**src/rtl/gpio_irq_pkg.sv**
```systemverilog
package gpio_irq_pkg;

  localparam int LINE_MAX = 32;
  localparam int WFIELD   = 6;
  localparam int BANK_MAX = 16;

  typedef enum logic [2:0] {
    REG_OPENDRAIN = 3'd0,
    REG_DATA      = 3'd1,
    REG_DIR       = 3'd2,
    REG_POL       = 3'd3,
    REG_BOTH      = 3'd4,
    REG_MASK      = 3'd5,
    REG_LEVEL     = 3'd6,
    REG_STATUS    = 3'd7
  } reg_idx_e;

  function automatic int bank_w(input logic [BANK_MAX*WFIELD-1:0] ws, input int b);
    return int'(ws[b*WFIELD +: WFIELD]);
  endfunction

  function automatic int bank_off(input logic [BANK_MAX*WFIELD-1:0] ws, input int b);
    int s;
    s = 0;
    for (int i = 0; i < b; i++) s += int'(ws[i*WFIELD +: WFIELD]);
    return s;
  endfunction

  function automatic logic [LINE_MAX-1:0] ones_below(input int w);
    if (w >= LINE_MAX) return '1;
    return (32'd1 << w) - 32'd1;
  endfunction

endpackage

```
**src/rtl/gpio_sync2.sv**
```systemverilog
module gpio_sync2 #(
  parameter int W = 32
) (
  input  logic         clk,
  input  logic         rst_n,
  input  logic [W-1:0] d,
  output logic [W-1:0] q
);

  logic [W-1:0] meta_q;

  always_ff @(posedge clk or negedge rst_n) begin
    if (!rst_n) begin
      meta_q <= '0;
      q      <= '0;
    end else begin
      meta_q <= d;
      q      <= meta_q;
    end
  end

endmodule

```
**src/rtl/gpio_evt_detect.sv**
```systemverilog
module gpio_evt_detect #(
  parameter int W = 32
) (
  input  logic         clk,
  input  logic         rst_n,
  input  logic [W-1:0] smp,
  input  logic [W-1:0] pol,
  input  logic [W-1:0] both,
  input  logic [W-1:0] lvl,
  output logic [W-1:0] hit
);

  logic [W-1:0] prev_q;
  logic [W-1:0] prev_n;
  logic [W-1:0] rise;
  logic [W-1:0] fall;
  logic [W-1:0] edge_hit;
  logic [W-1:0] lvl_hit;

  always_comb begin
    prev_n   = smp;
    rise     = smp & ~prev_q;
    fall     = ~smp & prev_q;
    // both-edges overrides polarity; otherwise polarity picks the direction
    edge_hit = (both & (rise | fall)) | (~both & ((pol & rise) | (~pol & fall)));
    // level mode: active while the sample equals the polarity bit
    lvl_hit  = ~(smp ^ pol);
    hit      = (lvl & lvl_hit) | (~lvl & edge_hit);
  end

  always_ff @(posedge clk or negedge rst_n) begin
    if (!rst_n) prev_q <= '0;
    else        prev_q <= prev_n;
  end

endmodule

```
**src/rtl/gpio_bank.sv**
```systemverilog
module gpio_bank
  import gpio_irq_pkg::*;
#(
  parameter int W = 32
) (
  input  logic         clk,
  input  logic         rst_n,
  input  logic         wr_en,
  input  logic [2:0]   wr_idx,
  input  logic [W-1:0] wr_data,
  input  logic [2:0]   rd_idx,
  output logic [W-1:0] rd_data,
  input  logic [W-1:0] pad_in,
  output logic [W-1:0] pad_out,
  output logic [W-1:0] pad_oe,
  output logic [W-1:0] stat_o,
  output logic [W-1:0] mask_o,
  output logic [W-1:0] dir_o,
  output logic [W-1:0] oden_o,
  output logic         pend_any
);

  localparam int NCFG = 7;

  logic [7:0][W-1:0] regs_v;
  logic [NCFG-1:0]   cfg_en;
  logic [W-1:0]      smp;
  logic [W-1:0]      hit;
  logic [W-1:0]      clr;
  logic [W-1:0]      stat_q;
  logic [W-1:0]      stat_n;
  logic [W-1:0]      data_view;

  // configuration registers 0..6, each with its own write enable
  for (genvar k = 0; k < NCFG; k++) begin : g_cfg
    localparam logic [W-1:0] RST_VAL = (k == int'(REG_DIR)) ? '1 : '0;
    logic [W-1:0] q;
    assign cfg_en[k] = wr_en && (wr_idx == 3'(k));
    always_ff @(posedge clk or negedge rst_n) begin
      if (!rst_n)         q <= RST_VAL;
      else if (cfg_en[k]) q <= wr_data;
    end
    assign regs_v[k] = q;
  end
  assign regs_v[7] = stat_q;

  gpio_sync2 #(.W(W)) u_sync (
    .clk  (clk),
    .rst_n(rst_n),
    .d    (pad_in),
    .q    (smp)
  );

  gpio_evt_detect #(.W(W)) u_det (
    .clk  (clk),
    .rst_n(rst_n),
    .smp  (smp),
    .pol  (regs_v[REG_POL]),
    .both (regs_v[REG_BOTH]),
    .lvl  (regs_v[REG_LEVEL]),
    .hit  (hit)
  );

  // status: write-one-to-clear, a new event in the same cycle wins
  always_comb begin
    clr = '0;
    if (wr_en && (wr_idx == REG_STATUS)) clr = wr_data;
    stat_n = (stat_q & ~clr) | hit;
  end

  always_ff @(posedge clk or negedge rst_n) begin
    if (!rst_n) stat_q <= '0;
    else        stat_q <= stat_n;
  end

  always_comb begin
    data_view = (regs_v[REG_DIR] & smp) | (~regs_v[REG_DIR] & regs_v[REG_DATA]);
    if (rd_idx == REG_DATA) rd_data = data_view;
    else                    rd_data = regs_v[rd_idx];
  end

  assign pad_out  = regs_v[REG_DATA] & ~regs_v[REG_OPENDRAIN];
  assign pad_oe   = ~regs_v[REG_DIR] & ~(regs_v[REG_OPENDRAIN] & regs_v[REG_DATA]);
  assign stat_o   = stat_q;
  assign mask_o   = regs_v[REG_MASK];
  assign dir_o    = regs_v[REG_DIR];
  assign oden_o   = regs_v[REG_OPENDRAIN];
  assign pend_any = |(stat_q & regs_v[REG_MASK]);

endmodule

```
**src/rtl/gpio_irq_ctrl.sv**
```systemverilog
module gpio_irq_ctrl
  import gpio_irq_pkg::*;
#(
  parameter int NUM_BANKS = 2,
  parameter logic [NUM_BANKS*WFIELD-1:0] BANK_WIDTHS = {6'd20, 6'd32},
  parameter int ADDR_W = 5,
  localparam logic [BANK_MAX*WFIELD-1:0] WS = (BANK_MAX*WFIELD)'(BANK_WIDTHS),
  localparam int TOTAL = bank_off(WS, NUM_BANKS)
) (
  input  logic              clk,
  input  logic              rst_n,
  input  logic              reg_we,
  input  logic [ADDR_W-1:0] reg_addr,
  input  logic [31:0]       reg_wdata,
  output logic [31:0]       reg_rdata,
  input  logic [TOTAL-1:0]  gpio_in,
  output logic [TOTAL-1:0]  gpio_out,
  output logic [TOTAL-1:0]  gpio_oe,
  output logic              irq
);

  localparam int BSEL_W = ADDR_W - 3;

  logic [1:0]        rst_sync_q;
  logic              rst_core_n;
  logic [BSEL_W-1:0] bank_no;
  logic [2:0]        reg_idx;
  logic [31:0]       bank_rd [NUM_BANKS];
  logic [NUM_BANKS-1:0] pend_vec;
  logic [TOTAL-1:0]  stat_flat;
  logic [TOTAL-1:0]  mask_flat;
  logic [TOTAL-1:0]  dir_flat;
  logic [TOTAL-1:0]  oden_flat;
  logic              stat_wr;

  always_ff @(posedge clk or negedge rst_n) begin
    if (!rst_n) rst_sync_q <= 2'b00;
    else        rst_sync_q <= {rst_sync_q[0], 1'b1};
  end
  assign rst_core_n = rst_sync_q[1];

  assign bank_no = reg_addr[ADDR_W-1:3];
  assign reg_idx = reg_addr[2:0];

  for (genvar b = 0; b < NUM_BANKS; b++) begin : g_bank
    localparam int BW  = bank_w(WS, b);
    localparam int OFF = bank_off(WS, b);
    logic [BW-1:0] rd_w;

    gpio_bank #(.W(BW)) u_bank (
      .clk     (clk),
      .rst_n   (rst_core_n),
      .wr_en   (reg_we && (32'(bank_no) == b)),
      .wr_idx  (reg_idx),
      .wr_data (reg_wdata[BW-1:0]),
      .rd_idx  (reg_idx),
      .rd_data (rd_w),
      .pad_in  (gpio_in[OFF +: BW]),
      .pad_out (gpio_out[OFF +: BW]),
      .pad_oe  (gpio_oe[OFF +: BW]),
      .stat_o  (stat_flat[OFF +: BW]),
      .mask_o  (mask_flat[OFF +: BW]),
      .dir_o   (dir_flat[OFF +: BW]),
      .oden_o  (oden_flat[OFF +: BW]),
      .pend_any(pend_vec[b])
    );

    if (BW < LINE_MAX) begin : g_pad
      assign bank_rd[b] = {{(LINE_MAX-BW){1'b0}}, rd_w};
    end else begin : g_full
      assign bank_rd[b] = rd_w;
    end
  end

  always_comb begin
    reg_rdata = '0;
    for (int b = 0; b < NUM_BANKS; b++) begin
      if (32'(bank_no) == b) reg_rdata = bank_rd[b];
    end
  end

  assign stat_wr = reg_we && (reg_idx == REG_STATUS) && (32'(bank_no) < NUM_BANKS);
  assign irq     = |pend_vec;

endmodule

```
**config.mk**
```make
export PLATFORM = sky130hd
export DESIGN_NAME = gpio_irq_ctrl
export DESIGN_NICKNAME = d
export VERILOG_FILES = /design/src/rtl/gpio_irq_pkg.sv /design/src/rtl/gpio_sync2.sv /design/src/rtl/gpio_evt_detect.sv /design/src/rtl/gpio_bank.sv /design/src/rtl/gpio_irq_ctrl.sv
export SDC_FILE = /design/constraint.sdc
export NUM_CORES = 1
export LEC_CHECK = 0
export BUFFER_PORTS_ARGS = -buffer_cell sky130_fd_sc_hd__buf_2
export CAP_MARGIN = 5
export CORE_UTILIZATION = 50
export DETAILED_ROUTE_END_ITERATION = 8
export PLACE_DENSITY = 0.65
export SLEW_MARGIN = 20
export SYNTH_ARGS = -nofsm -noshare
export SYNTH_HDL_FRONTEND = slang
export SYNTH_SLANG_ARGS = --single-unit
export TNS_END_PERCENT = 20
```
**constraint.sdc**
```tcl
create_clock -name clk -period 19.4 [get_ports clk]
set_clock_uncertainty 0.15 [all_clocks]
set_input_delay 0 -clock clk [delete_from_list [all_inputs] [get_ports clk]]
set_output_delay 0 -clock clk [all_outputs]
set_load 0.02 [all_outputs]
```
# Word level (Yosys, flattened, before mapping)
# Index checks and enable logic that the tools add are counted.
totals:
  register_bits: 574
  inputBits: 92
  out_inout_bits: 137
  word_cells: 127
classes:
  n_lt_le_gt_ge: 1
  eq_ne: 8
  n_mux: 10
  n_bitwise: 64
  n_reduce_logical: 21
ops:
  columns: ["op", "n"]
  rows:
  - ["$and A32 B32 Y32", 15]
  - ["$not A32 Y32", 10]
  - ["$and A20 B20 Y20", 15]
  - ["$not A20 Y20", 10]
  - ["$or A32 B32 Y32", 6]
  - ["$mux W32", 5]
  - ["$or A20 B20 Y20", 6]
  - ["$bmux W32 S3", 1]
  - ["$bmux W20 S3", 1]
  - ["$mux W20", 3]
  - ["$reduce_or A52 Y1", 1]
  - ["$xor A32 B32 Y32", 1]
  - ["$xor A20 B20 Y20", 1]
  - ["$logic_and A1 B1 Y1", 18]
  - ["$eq A3 B3 Y1 const B", 4]
  - ["$eq A3 B2 Y1 const B", 2]
  - ["$lt A3 B4 Y1 const B", 1]
  - ["$eq A3 B1 Y1 const B", 1]
  - ["$logic_not A3 Y1", 1]
  - ["$eq A2 B1 Y1 const B", 1]
  - ["$logic_not A2 Y1", 1]

# Logic depth before layout (Yosys ltp)
# Gate-level depths: netlist (run 1).
depth:
  depth_word: 9
  ltp_mapped: 7
  mapped_depth_nobuf: 6

# Cells and area by module
# A second synthesis (run 1) with hierarchy kept.
hier_totals:
  cells_unflattened: 2238
  area_unflattened_um2: 28212.1
by_module_without_submodules:
  columns: ["module", "n_inst", "cells_each", "area_per_inst_um2", "seq_area_each_um2"]
  rows:
  - ["gpio_bank at g_bank[0].u_bank", 1, 923, 12439.4, 6446.2]
  - ["gpio_bank at g_bank[1].u_bank", 1, 574, 7717.4, 4028.9]
  - ["gpio_evt_detect at g_bank[0].u_bank.u_det", 1, 352, 3042.9, 800.8]
  - ["gpio_evt_detect at g_bank[1].u_bank.u_det", 1, 220, 1901.8, 500.5]
  - ["gpio_sync2 at g_bank[0].u_bank.u_sync", 1, 64, 1601.5, 1601.5]
  - ["gpio_sync2 at g_bank[1].u_bank.u_sync", 1, 40, 1001.0, 1001.0]
  - ["gpio_irq_ctrl", 1, 65, 508.0, 50.0]

# Worst setup path before layout (run 1)
# Ideal clock, no wire load.
synth_path:
  kind: "reg2out"
  startpoint: "register g_bank[0].u_bank.g_cfg[2].q[18]"
  endpoint: "output port reg_rdata[18]"
  t_arrival_ps: 1755
  t_required_ps: 19250
  slack_ps: 17495
  stages_incl_launch_ff: 5
  path_buffers: 0
  path_cell_list: "dfstp_2 mux2_1 mux4_2 nor2b_1 o31a_1"
synth_between:
  elab_chain_cells: 6
  elab_cells_between_ends: 9
  cone_classes: "5 x mux; 4 x bitwise"
synth_rtl:
  columns: ["element", "line_no", "rtl"]
  rows:
  - ["start, declared", "gpio_bank.sv:37", "logic [W-1:0] q;"]
  - ["start signal, assigned", "gpio_bank.sv:41", "else if (cfg_en[k]) q <= wr_data;"]
  - ["parallel branches: the longest is 3 deep, another holds $bmux W32 S3", null, null]
  - ["$mux W32 *", "gpio_bank.sv:78", "if (rd_idx == REG_DATA) rd_data = data_view;"]
  - ["$mux W32 * (2 in series)", "gpio_irq_ctrl.sv:78", "if (32'(bank_no) == b) reg_rdata = bank_rd[b];"]
  - ["end, declared", "gpio_irq_ctrl.sv:15", "output logic [31:0] reg_rdata,"]
# Every way passes the cells marked *. The select of a mux whose other input is x is not followed.

# Worst setup path in the final report (run 1)
layout_path:
  startpoint: "input port reg_addr[1]"
  endpoint: "output port reg_rdata[17]"
layout_between:
  elab_chain_cells: 5
  elab_cells_between_ends: 9
  cone_classes: "1 x eq/ne; 8 x mux"
layout_rtl:
  columns: ["element", "line_no", "rtl"]
  rows:
  - ["start, declared", "gpio_irq_ctrl.sv:13", "input logic [ADDR_W-1:0] reg_addr,"]
  - ["$bmux W32 S3", "gpio_bank.sv:79", "else rd_data = regs_v[rd_idx];"]
  - ["$mux W32 (not written as such)", "gpio_bank.sv:79", null]
  - ["$mux W32", "gpio_bank.sv:78", null]
  - ["$mux W32", "gpio_irq_ctrl.sv:78", null]
  - ["$mux W32 *", "gpio_irq_ctrl.sv:78", null]
# Every way passes the cells marked *; elsewhere a longest branch is shown, timed or not. The select of a mux whose other input is x is not followed.

==> results.sh, run 1 <==
export IMPL_setup_tns_ns=0
export IMPL_drive_gt1_frac=0.378
export IMPL_slowest_stage="buf_4"
export IMPL_stdcell_count=3201
export IMPL_status="completed"
export IMPL_power_w=0.00347
export IMPL_clockBufferDepth=3
export IMPL_antenna_found_initial=0
export IMPL_layout_commonest_cell="dfrtp_1"
export IMPL_wl_per_cell_um=23.2
export IMPL_num_rows=86
export IMPL_syn_area_mm2=0.0279
export IMPL_rr_worst_depth=3
export IMPL_gp_congestion=0.838
export IMPL_power_density_mw_per_mm2=104
export IMPL_async_flop_share=1.00
export IMPL_cp_common_cell="buf_4"
export IMPL_vias_per_cell=5.81
export IMPL_synthCells=2044
export IMPL_worst_setup_path_type="in2out"
export IMPL_h_tree_depth=3
export IMPL_place_hpwl_mm=47.6
export IMPL_grt_pass1_vias=19569
export IMPL_first_pass_iters=7
export IMPL_tritoncts="built"
export IMPL_drt_wl_total_mm=74.3
export IMPL_setup_ws_ns=15.43
export IMPL_reg2reg_to="g_bank[0].u_bank.u_det.prev_q[14]"
export IMPL_place_ws_ns=15.81
export IMPL_cts_root_buf="clkbuf_16"
export IMPL_track_usage=0.268
export IMPL_synthFlopType="dfrtp_1"
export IMPL_synth_nets=2240
export IMPL_crit_path_start_kind="input pin"
export IMPL_grt_pass1_wl_mm=116
export IMPL_worstMarginPinSlew_ns=1.18
export IMPL_maxCapViolCount=0
export IMPL_grt_ovfl_total=0
export IMPL_path_cells="dlygate4sd3_1 -> buf_6 -> buf_4 -> buf_4 -> mux4_2 -> mux2i_1 -> o21ai_0 -> o31a_1 -> buf_2"
export IMPL_rsz0062_at_grt="no"
export IMPL_cp_slowest_stage_delay_ns=0.79
export IMPL_worst_endpoint_arrival_ns=3.82
export IMPL_grt_max_degree=80
export IMPL_dieHeight_um=238
export IMPL_period_share=0.205
export IMPL_cts_clk_slew_worst_paths_ns=0.05
export IMPL_relSlewSlack=0.209
export IMPL_cts_resized=0
export IMPL_vias=18612
export IMPL_min_from="reg_we"
export IMPL_p_leak_nw=14.9
export IMPL_hold_path_end="g_bank[0].u_bank.stat_o[24]"
export IMPL_yosys_warnings=0
export IMPL_place_inst=2937
export IMPL_finalMaxSlewViolations=0
export IMPL_cp_required_ns=19.25
export IMPL_numClockSinks=574
export IMPL_diodes=0
export IMPL_ir_drop_mv=0.0732
export IMPL_finalHoldViolations=0
export IMPL_rrSetupSlack_ns=15.94
export IMPL_ys_types=44
export IMPL_avgSynthCellArea_um2=13.7
export IMPL_whs_path_depth=5
export IMPL_finalSetupViolCount=0
export IMPL_cts_inserted_buffers=66
export IMPL_fin_crit_ns=3.97
export IMPL_die_x_um=238
export IMPL_crit_path_end_kind="output port"
export IMPL_die_area_mm2=0.0568
export IMPL_pin_count=229
export IMPL_port_buffers=228
export IMPL_areaGrowthSynthToFinish_pct=18.9
export IMPL_drt_initial_drc_count=1263
export IMPL_synth_seq_area_share=0.517
export IMPL_critical_path_peak_fanout=51
export IMPL_fmax_mhz=252
export IMPL_core_area_mm2=0.0551
export IMPL_synth_edf_count=0
export IMPL_drc=0
export IMPL_hold_class="in2reg"
export IMPL_clock_latency_ns=0.61
export IMPL_layout_common_cells="dfrtp_1 (521), mux2_2 (416), buf_2 (226), dlygate4sd3_1 (141), inv_1 (124)"
export IMPL_nets=2595
export IMPL_r2r_start="rst_sync_q[1]"
export IMPL_synth_seq_cells=574
export IMPL_antenna_left=0
export IMPL_initial_core_util=0.507
cells in the mapped netlist (3+ instances only):
master	n	share of area
o31a_1	6	0.0019
buf_4	19	0.0051
buf_6	8	0.0032
buf_2	46	0.0082
a22oi_1	17	0.0046
clkbuf_1	30	0.0040
dfrtp_1	522	0.47
o211ai_1	20	0.0054
nand2_1	53	0.0071
o221ai_1	6	0.0019
mux4_2	93	0.075
inv_1	124	0.017
nand4_1	35	0.0078
nor2_1	19	0.0026
dfstp_2	52	0.049
mux2_1	19	0.0077
xnor2_1	52	0.016
a221oi_1	15	0.0047
mux2i_1	44	0.016
a21oi_1	61	0.011
a22o_1	11	0.0035
nand2b_1	4	0.00090
o21ai_0	59	0.011
mux2_2	416	0.17
nand2_2	3	0.00067
nor2b_1	93	0.021
a221o_1	32	0.011
ha_1	104	0.047
a211oi_1	64	0.017
cell families (layout without fill, tap and decap cells):
group,count (synthesis),in the layout,share of synthesized area
and+or+nand+nor,219,219,0.0436
buffers and inverters,229,638,0.0376
DFF,574,574,0.517
muxes,572,572,0.266
AOI/OAI and AO/OA,293,293,0.0727
adders and majority gates,104,104,0.0466
other,1,1,0.000134
xor gates and xnor gates,52,52,0.0163
critical path: cells and delay by family:
family / cells / cell delay, ns
buffers and inverters: 5 / 2.60
multiplexers: 2 / 0.76
AO/OA/AOI/OAI: 2 / 0.36
registers in the layout (all words and copies together), names as in the netlist:
register and flops:
g_bank.u_bank.stat_o 52, g_bank.u_bank.g_cfg.q 208, g_bank.u_bank.u_det.prev_q 52, g_bank.u_bank.u_sync.meta_q 52, g_bank.u_bank.mask_o 52, g_bank.u_bank.u_sync.q 52
g_bank.u_bank.dir_o 52, g_bank.u_bank.oden_o 52, rst_sync_q 2
how the worst max path moves through the flow:
stage / start / end / cells after the start / slack (ns)
final: reg_addr[1] / reg_rdata[17] / 9 / 15.43
after global routing: reg_addr[1] / reg_rdata[17] / 9 / 15.24
after CTS: reg_addr[1] / reg_rdata[17] / 9 / 15.41
after detailed placement: rst_sync_q[1] / g_bank[0].u_bank.u_sync.meta_q[15] / 3 / 15.81
after global placement: rst_sync_q[1] / g_bank[0].u_bank.g_cfg[3].q[30] / 3 / 15.87
after floorplan: rst_sync_q[1] / g_bank[0].u_bank.g_cfg[1].q[0] / 0 / 2.16
report_power, final:
group / leakage, nW / switching, W / internal, W
clock: 1.04 / 0.000501 / 0.000728
sequential: 6.83 / 0.000190 / 0.00138
combinational: 7.04 / 0.000309 / 0.000357
metrics by stage:
| step | utilization | hold WS [ns] | instance area (µm²) |
|---|---|---|---|
| after floorplan | - | -0.446 | 27900 |
| after global placement | 0.538 | -0.351 | 29600 |
| after detailed placement | 0.538 | -0.350 | 29600 |
| after CTS | 0.602 | 0.0313 | 33200 |
| after global routing | 0.603 | 0.0548 | 33200 |
| final | 0.603 | 0.0590 | 33200 |
layout make-up:
| cell class | instances | area, µm² |
|---|---|---|
| fillers | 4427 | 21900 |
| flip-flops and latches | 574 | 14400 |
| multi-input cells | 1241 | 12500 |
| repair buffers | 391 | 2740 |
| clock buffers | 108 | 1980 |
| well taps | 748 | 936 |
| inverters | 125 | 469 |
| clock inverters | 14 | 156 |
what timing repair did:
action,in CTS,in global routing
setup buffers,0,0
hold buffers,141,0
endpoints found under the hold margin,470,0
layer usage:
| layer | track usage | wire, µm |
|---|---|---|
| met5 | 0 | 0 |
| met4 | 0.0810 | 1640 |
| met3 | 0.0437 | 4090 |
| met2 | 0.439 | 36300 |
| met1 | 0.368 | 32300 |
Note: power is estimated with default switching activity, not from simulation.
==> run 2, diff against run 1 <==
--- a/config.mk
+++ b/config.mk
@@ -9,7 +9,7 @@
 export CAP_MARGIN = 5
 export CORE_UTILIZATION = 50
 export DETAILED_ROUTE_END_ITERATION = 8
-export PLACE_DENSITY = 0.65
+export PLACE_DENSITY = 0.67
 export SLEW_MARGIN = 20
 export SYNTH_ARGS = -nofsm -noshare
 export SYNTH_HDL_FRONTEND = slang
==> constraint.sdc (replaced) <==
create_clock -name clk -period 3.3 [get_ports clk]
set_clock_uncertainty 0.15 [all_clocks]
set_input_delay 0 -clock clk [delete_from_list [all_inputs] [get_ports clk]]
set_output_delay 0 -clock clk [all_outputs]
set_load 0.02 [all_outputs]
==> results.sh, run 2 (synthesis gave the netlist of run 1 again) <==
export IMPL_cts_inserted_buffers=61
export IMPL_place_hpwl_mm=50.6
export IMPL_hold_class="in2reg"
export IMPL_cts_resized=0
export IMPL_cts_root_buf="clkbuf_16"
export IMPL_drt_wl_total_mm=75.0
export IMPL_p_seq_frac=0.464
export IMPL_pwr_share_clk=0.339
export IMPL_die_x_um=238
export IMPL_wl_per_cell_um=23.2
export IMPL_track_usage=0.268
export IMPL_layout_common_cells="dfrtp_1 (521), mux2_2 (416), buf_2 (226), dlygate4sd3_1 (141), inv_1 (124)"
export IMPL_areaGrowthSynthToFinish_pct=19.8
export IMPL_netSwitchingFraction=0.291
export IMPL_regMostFlops="g_bank.u_bank.g_cfg.q"
export IMPL_rsz0062_at_grt="no"
export IMPL_finalHoldViolations=0
export IMPL_grt_max_degree=123
export IMPL_antenna_found_initial=3
export IMPL_finalMaxSlewViolations=0
export IMPL_cts_clk_slew_worst_paths_ns=0.06
export IMPL_crit_path_end_kind="output port"
export IMPL_min_from="reg_addr[2]"
export IMPL_largest_reg_flops=208
export IMPL_pin_count=229
export IMPL_layout_commonest_cell="dfrtp_1"
export IMPL_seqCellArea_mm2=0.0144
export IMPL_worst_setup_path_type="in2out"
export IMPL_first_pass_iters=5
export IMPL_critical_path_startpoint="reg_addr[0]"
export IMPL_worstMarginPinSlew_ns=1.03
export IMPL_finalSetupViolCount=0
export IMPL_antenna_left=0
export IMPL_critical_path_peak_fanout=47
export IMPL_port_buffers=228
export IMPL_power_w=0.0200
export IMPL_num_rows=86
export IMPL_h_tree_depth=2
export IMPL_crit_path_start_kind="input pin"
export IMPL_holdWs_ns=0.0504
export IMPL_dieHeight_um=238
export IMPL_period_share=0.900
export IMPL_p_int_w=0.0142
export IMPL_die_area_mm2=0.0568
export IMPL_p_leak_nw=15.1
export IMPL_initial_core_util=0.507
export IMPL_grt_ovfl_total=0
export IMPL_multi_input_area_mm2=0.0125
export IMPL_switching_power_w=0.00580
export IMPL_r2r_start="g_bank[0].u_bank.u_sync.q[13]"
export IMPL_dpl_instance_area_mm2=0.0300
export IMPL_ir_drop_mv=0.488
export IMPL_grt_pass1_vias=19290
export IMPL_combPwrFrac=0.197
export IMPL_nets=2622
export IMPL_worst_endpoint_arrival_ns=2.82
export IMPL_relSlewSlack=0.314
export IMPL_fmax_mhz=337
export IMPL_clockBufferDepth=3
export IMPL_maxCapViolCount=0
export IMPL_fin_crit_ns=2.97
export IMPL_power_density_mw_per_mm2=598
export IMPL_tritoncts="built"
export IMPL_drt_initial_drc_count=1278
export IMPL_grt_pass1_wl_mm=116
export IMPL_nFillCells=4350
export IMPL_utilization=0.607
export IMPL_clock_latency_ns=0.64
export IMPL_drive_gt1_frac=0.382
export IMPL_final_area_mm2=0.0334
export IMPL_drc=0
export IMPL_numClockSinks=574
export IMPL_vias=18699
export IMPL_cp_required_ns=3.15
export IMPL_status="completed"
export IMPL_gp_congestion=0.864
export IMPL_core_area_mm2=0.0551
export IMPL_vias_per_cell=5.79
## run 2: timing repair
item                                    4_1_cts  5_1_grt
hold buffers                                141        0
setup buffers                                 0        0
hold endpoints to repair                    470        0
endpoints found under the setup margin        0        0
## run 2: layout make-up
| type | instances | area share |
|---|---|---|
| clock inverters | 16 | 0.00558 |
| diodes | 3 | 0.000225 |
| multi-input cells | 1241 | 0.373 |
| flip-flops and latches | 574 | 0.432 |
| repair buffers | 423 | 0.0945 |
| well taps | 748 | 0.0280 |
| inverters | 125 | 0.0140 |
| clock buffers | 100 | 0.0533 |
## run 2: power groups by stage
stage | clock [W] | combinational (W) | sequential [W]
global route | 0.00719 | 0.00424 | 0.00942
CTS | 0.00690 | 0.00396 | 0.00925
global placement | 0 | 0.00371 | 0.00930
finish | 0.00678 | 0.00393 | 0.00927
floorplan | 0 | 0.00279 | 0.00902
detailed placement | 0 | 0.00380 | 0.00937
## run 2: worst paths after layout
| path | to | slack (ns) | cells past startpoint |
|---|---|---|---|
| worst min-delay path | g_bank[0].u_bank.stat_o[6] | 0.05 | 5 |
| worst min register to register | g_bank[0].u_bank.u_sync.q[22] | 0.11 | 0 |
| max in group asynchronous | g_bank[0].u_bank.dir_o[15] | 1.86 | 2 |
| worst max-delay path | reg_rdata[5] | 0.33 | 7 |
| worst max register to register | g_bank[0].u_bank.stat_o[13] | 1.60 | 6 |
| min in group asynchronous | rst_sync_q[1] | 0.06 | 3 |
## run 2: worst max-delay path: stages
cell and delay, ns:
dlygate4sd3_1 0.57, buf_6 0.45, buf_4 0.49, mux4_2 0.55
mux2i_1 0.30, o21ai_0 0.17, buf_2 0.23
## run 2: metal layers
| layer | global-route usage | part of all wire | vias up | wire length (µm) |
|---|---|---|---|---|
| met5 | 0 | 0 | - | 0 |
| met4 | 0.0736 | 0.023 | 0 | 1700 |
| met3 | 0.0430 | 0.055 | 99 | 4140 |
| met2 | 0.436 | 0.49 | 544 | 36400 |
| met1 | 0.374 | 0.44 | 9781 | 32800 |
| li1 | - | - | 8275 | - |
## run 2: metrics by stage
step | cells | setup WS (ns) | setup TNS (ns)
6_report | 3230 | 0.331 | 0
5_1_grt | 3229 | 0.149 | 0
3_3_place_gp | 2970 | 0.902 | 0
4_1_cts | 3227 | 0.344 | 0
2_1_floorplan | 2044 | -2.39 | -1294.77
3_5_place_dp | 2970 | 0.823 | 0
